[src/rtl/ow_crc8_pkg.sv]
package ow_crc8_pkg;
   localparam int          OW_CRC_W    = 8;
   localparam logic [7:0]  OW_POLY_REF = 8'h8C;
   localparam logic [7:0]  OW_INIT     = 8'h00;
endpackage

[src/rtl/ow_crc8_fold_net.sv]
module ow_crc8_fold_net #(
   parameter int                CRC_W = 8,
   parameter logic [CRC_W-1:0]  POLY  = 8'h8C
) (
   input  logic [CRC_W-1:0] crc_in,
   input  logic [CRC_W-1:0] data_in,
   output logic [CRC_W-1:0] crc_out
);
   localparam int ROUNDS = CRC_W;

   logic [CRC_W-1:0] stage [ROUNDS+1];

   assign stage[0] = crc_in ^ data_in;

   for (genvar i = 0; i < ROUNDS; i++) begin : g_round
      assign stage[i+1] = (stage[i] >> 1) ^ (stage[i][0] ? POLY : '0);
   end

   assign crc_out = stage[ROUNDS];
endmodule

[src/rtl/ow_crc8_fold_rom.sv]
module ow_crc8_fold_rom #(
   parameter int                CRC_W = 8,
   parameter logic [CRC_W-1:0]  POLY  = 8'h8C
) (
   input  logic [CRC_W-1:0] crc_in,
   input  logic [CRC_W-1:0] data_in,
   output logic [CRC_W-1:0] crc_out
);
   localparam int ENTRIES = 2 ** CRC_W;

   function automatic logic [CRC_W-1:0] entry_of(input int unsigned idx);
      logic [CRC_W-1:0] v;
      v = CRC_W'(idx);
      for (int b = 0; b < CRC_W; b++)
         v = v[0] ? ((v >> 1) ^ POLY) : (v >> 1);
      return v;
   endfunction

   logic [CRC_W-1:0] rom [ENTRIES];

   for (genvar e = 0; e < ENTRIES; e++) begin : g_entry
      assign rom[e] = entry_of(e);
   end

   assign crc_out = rom[crc_in ^ data_in];
endmodule

[src/rtl/ow_crc8_stream.sv]
module ow_crc8_stream
   import ow_crc8_pkg::*;
#(
   parameter int                CRC_W     = OW_CRC_W,
   parameter int                DATA_W    = 8,
   parameter logic [CRC_W-1:0]  POLY      = OW_POLY_REF,
   parameter logic [CRC_W-1:0]  INIT_VAL  = OW_INIT,
   parameter bit                USE_TABLE = 1'b0
) (
   input  logic              clk,
   input  logic              rst,
   input  logic              clear,
   input  logic [DATA_W-1:0] byte_in,
   input  logic              byte_valid,
   output logic [CRC_W-1:0]  crc_value,
   output logic              crc_is_zero
);
   localparam bit INIT_IS_ZERO = (INIT_VAL == '0);

   if (DATA_W != CRC_W) begin : g_bad_width
      $error("ow_crc8_stream: DATA_W must equal CRC_W");
   end
   if (USE_TABLE && CRC_W > 10) begin : g_bad_table
      $error("ow_crc8_stream: table variant limited to CRC_W <= 10");
   end
   if (POLY[CRC_W-1] == 1'b0) begin : g_bad_poly
      $error("ow_crc8_stream: reflected polynomial must have its top bit set");
   end

   logic [CRC_W-1:0] crc_q;
   logic [CRC_W-1:0] fold_out;
   logic [CRC_W-1:0] crc_d;
   logic             zero_q;

   if (USE_TABLE) begin : g_table
      ow_crc8_fold_rom #(.CRC_W(CRC_W), .POLY(POLY)) u_fold (
         .crc_in (crc_q),
         .data_in(byte_in),
         .crc_out(fold_out)
      );
   end else begin : g_net
      ow_crc8_fold_net #(.CRC_W(CRC_W), .POLY(POLY)) u_fold (
         .crc_in (crc_q),
         .data_in(byte_in),
         .crc_out(fold_out)
      );
   end

   always_comb begin
      if (clear)           crc_d = INIT_VAL;
      else if (byte_valid) crc_d = fold_out;
      else                 crc_d = crc_q;
   end

   always_ff @(posedge clk) begin
      if (rst) begin
         crc_q  <= INIT_VAL;
         zero_q <= INIT_IS_ZERO;
      end else begin
         crc_q  <= crc_d;
         zero_q <= (crc_d == '0);
      end
   end

   assign crc_value   = crc_q;
   assign crc_is_zero = zero_q;

   AST_CLEAR_WINS: assert property (@(posedge clk) disable iff (rst)
      clear |=> (crc_q == INIT_VAL));

   AST_IDLE_HOLDS: assert property (@(posedge clk) disable iff (rst)
      (!clear && !byte_valid) |=> $stable(crc_q));

   AST_ZERO_TRACKS: assert property (@(posedge clk) disable iff (rst)
      zero_q == (crc_q == '0));

   AST_FOLD_NONZERO: assert property (@(posedge clk) disable iff (rst)
      (byte_valid && !clear && (byte_in != crc_q)) |=> (crc_q != '0));
endmodule

[config.mk]
export PLATFORM = sky130hd
export DESIGN_NAME = ow_crc8_stream
export DESIGN_NICKNAME = d
export VERILOG_FILES = /design/src/rtl/ow_crc8_pkg.sv /design/src/rtl/ow_crc8_fold_net.sv /design/src/rtl/ow_crc8_fold_rom.sv /design/src/rtl/ow_crc8_stream.sv
export SDC_FILE = /design/constraint.sdc
export NUM_CORES = 1
export LEC_CHECK = 0
export BUFFER_PORTS_ARGS = -buffer_cell sky130_fd_sc_hd__buf_2
export CORE_MARGIN = 2
export CORE_UTILIZATION = 45
export DETAILED_ROUTE_END_ITERATION = 6
export HOLD_SLACK_MARGIN = 0.08
export PLACE_DENSITY = 0.71
export SLEW_MARGIN = 20
export SYNTH_ARGS = -nofsm -noshare
export SYNTH_HDL_FRONTEND = slang
export SYNTH_SLANG_ARGS = --single-unit
[constraint.sdc]
create_clock -name clk -period 3.1 [get_ports clk]
set_input_delay 0.155 -clock clk [delete_from_list [all_inputs] [get_ports clk]]
set_output_delay 0.155 -clock clk [all_outputs]
set_load 0.02 [all_outputs]
==> summary by stage <==
Synth
The number of library cell types mapped by synthesis is 24. The register bit total from synthesis is 9. Of the post-synthesis cell area, the dominant cell type holds 0.257.

After technology mapping, the gate count stands at 73. The sequential-to-total area share from yosys stat is 0.257. Ranked by total cell area, the synthesized netlist is headed by dfxtp_1 26%, xnor2_1 17%, xnor3_1 16%. The number of nets in the synthesized netlist is 85. Of all cell types, the one taking the most synthesized area is dfxtp_1.

The average size of a mapped cell is 9.62 um^2. The cell area after technology mapping is 702 um^2. During synthesis, Yosys emitted a total of 0 warnings.

CTS
In this run the number of H-tree levels came out at 1. The total of cells resized after clock tree synthesis is 0. Counting the buffers created by CTS gives 3. After clock tree synthesis, the clock-pin slew on the worst setup and hold paths is 60 ps.

TritonCTS built the clock tree. The count of hold buffers inserted by post-cts repair is 0. Buffers added to address setup during post-CTS repair amount to 0.

The tree is rooted in a clkbuf_4. The longest clock path from root to sink contains 2 buffers. The later pin in the worst-skew pair is clocked with a latency of 270 ps. The clock net sink count is 9.

Detailed routing
The number of DRC violations after detailed-routing iteration 0 is 10. The uppermost layer routed is met4. For this block, wires on met1 add up to 652 um. Once detail routing completed, the nets flagged for antenna violations numbered 0.

The count of unresolved DRC violations after routing is 0. Dividing the detail-routed via count by the number of cells gives 5.17. The sum of routed wire length over all layers is 1.37 mm.

The total via count in the routed design is 564. The met3 wire length is 69 um. The routed wire length on met2 is 606 um. The per-cell routed wire length is 12.6 um. The first detailed-routing pass ran for 4 iterations.

Floorplanning
The standard-cell row count is 14. The floorplan core area is 1490 um^2. The vertical die dimension is 43.5 um. The floorplan step set the die width to 43.5 um. The initial utilization of the core area, before any placement, comes to 0.471. The floorplan step defined a die boundary enclosing 1890 um^2. The number of placed I/O pins is 21.

Layout
The net total in the final layout is 106. The area growth from synthesis to layout is 18.7%. The number of antenna cells inserted is 0. Of the cells placed in the final design, the portion with a size suffix greater than 1 is 0.301. The post-layout utilization of the core is 0.560. The finished layout holds 109 standard cells, fillers aside.

Worst setup path
The worst setup path is launched from a flop. The highest net fanout along the worst path is 5. STA puts the critical path data arrival time at 2160 ps.

The number of cells on the worst reg-to-reg path is 6. STA puts the critical path data required time at 3260 ps. Walking the worst path, the cells encountered are xor2_2 -> xnor3_2 -> xnor3_1 -> nand2_1 -> o211ai_1 -> and4b_1.

The setup path with the least slack is of type reg -> reg. The delay of the slowest cell on the worst path is 510 ps. The buffering stage count on the worst path with inverters included is 0. The largest individual stage delay along the critical path comes from the cell xnor3_2.

In this design, the largest share of critical-path delay is due to XOR/XNOR gates. In this run the number of cells on the critical path is 6. STA classifies the critical path endpoint as a flop.

Power
The power per cell area is 551 nW/um^2. Summed over all cells, the static leakage comes to 0.400 nW. The highest ir drop seen on vdd is 0.256 mV.

STA
Dividing the final minimum period by the clock period gives 0.644. Setup repair after global routing left no endpoint under its margin. After layout, the minimum clock period comes to 2000 ps. After routing, the total negative slack on setup checks comes to 0 ps. The final-report max-slew violation count came to 0. Setup violations remaining at the end of the flow were counted as 0. The worst-case clock skew is 1.48 ps. The max-slew headroom at the worst pin is 0.703. For the pin with the worst max-slew slack, the measured transition is 443 ps. The worst-case hold slack is 191 ps. The upper clock frequency limit is 0.501 GHz. The final-report hold violation count is 0.

Place
The count of port buffers added during placement is 20. The congestion estimate from routability-driven global placement came to 0.780. The estimated wirelength of the detail-placed design is 1.06 mm. The number of placed instances, taps included, is 105.

Global route
In the global route stage, overall resource usage came out at 0.170. The first global-routing pass estimated 2.29 mm of wire. The via count of the first global-routing pass is 544. The sum of overflow across all layers after global routing is 0. The pin count of the biggest net entering global routing is 19.

The number of antenna violations at the first check in global routing is 0.

Run status
The run finished with clean final reports.

Hold path
In this run the worst hold path is classified as in -> reg. The worst hold path stage count is 4.

Flow run
The count of max-cap constraint violations is 0.
==> state kept, by name, summed over array words and instances, names as in the netlist <==
signal	cells
crc_value	8
crc_is_zero	1
==> metrics by stage <==
step	power (mW)	setup slack, ps	cell area [um^2]
floorplan	0.325	1110	702
global placement	0.364	1200	807
detailed placement	0.366	1110	807
CTS	0.464	1090	833
global route	0.489	970	833
finish	0.459	1100	833
==> layer usage <==
metal,up-vias,GRT usage
li1,284,-
met1,257,0.207
met2,18,0.260
met3,5,0.0375
met4,0,0.127
met5,-,0
==> where the power goes <==
part / switching (mW) / internal [mW] / total, mW / leakage [nW]
Clock: 0.0448 / 0.0499 / 0.0947 / 0.0150
Combinational: 0.104 / 0.117 / 0.222 / 0.311
Sequential: 0.0140 / 0.129 / 0.143 / 0.0738
Total: 0.163 / 0.296 / 0.459 / 0.400
==> worst reg2reg max path: cells and delay by family, from the launching register on <==
family	cells	cell delay (ps)
XOR/XNOR	3	1060
flip-flops	1	440
AND/OR/NAND/NOR	2	280
AO/OA/AOI/OAI	1	100
==> synth_stat cells <==
| master | instances |
|---|---|
| or2_2 | 2 |
| xnor2_1 | 14 |
| a21oi_1 | 3 |
| clkbuf_1 | 3 |
| a31oi_1 | 1 |
| nor4_1 | 1 |
| mux2i_1 | 2 |
| nor2b_1 | 1 |
| xnor3_1 | 5 |
| xnor3_2 | 1 |
| nand2_1 | 5 |
| o211ai_1 | 1 |
| a211oi_1 | 3 |
| xor2_1 | 3 |
| o21ai_0 | 1 |
| and4b_1 | 1 |
| o31ai_1 | 1 |
| dfxtp_1 | 9 |
| inv_1 | 2 |
| xnor2_2 | 1 |
| buf_1 | 1 |
| xor2_2 | 1 |
| or3_1 | 1 |
| nor2_1 | 10 |
==> final timing paths <==
path              slack (ps)                    start                 endpoint
setup / recovery        1100  crc_value[0]$_SDFF_PP0_   crc_is_zero$_SDFF_PP1_
hold / removal           190                      rst  crc_value[3]$_SDFF_PP0_
setup reg to reg        1100  crc_value[0]$_SDFF_PP0_   crc_is_zero$_SDFF_PP1_
hold reg to reg          530  crc_value[5]$_SDFF_PP0_  crc_value[5]$_SDFF_PP0_
==> cell usage in the layout, fill, tap and decap left out <==
master and n:
nor2_1 10, buf_2 20, clkbuf_4 3, clkbuf_1 1, o211ai_1 1, nor4_1 1
inv_1 2, xnor3_2 1, or2_2 2, xor2_1 3, xnor3_1 5, a21oi_1 3
dfxtp_1 9, o31ai_1 1, xor2_2 1, xnor2_1 14, a31oi_1 1, nor2b_1 1
xnor2_2 1, o21ai_0 1, nand2_1 5, mux2i_1 2, or3_1 1, and4b_1 1
a211oi_1 3
==> layout make-up <==
type	count	area, um^2
multi-input combinational	58	499
tap	16	20.0
inverter	2	7.51
fill	151	656
clock buffer	4	26.3
timing repair buffer	20	100
sequential	9	180
==> cell families (layout without fill, tap and decap cells) <==
family,after synthesis,in the layout,share of synthesized area
buf+inv,6,26,0.0321
xor+xnor,25,25,0.453
simple gates,21,21,0.139
mux,2,2,0.0285
flops,9,9,0.257
compound gates,10,10,0.0909
Note: power is estimated with default switching activity, not from simulation.
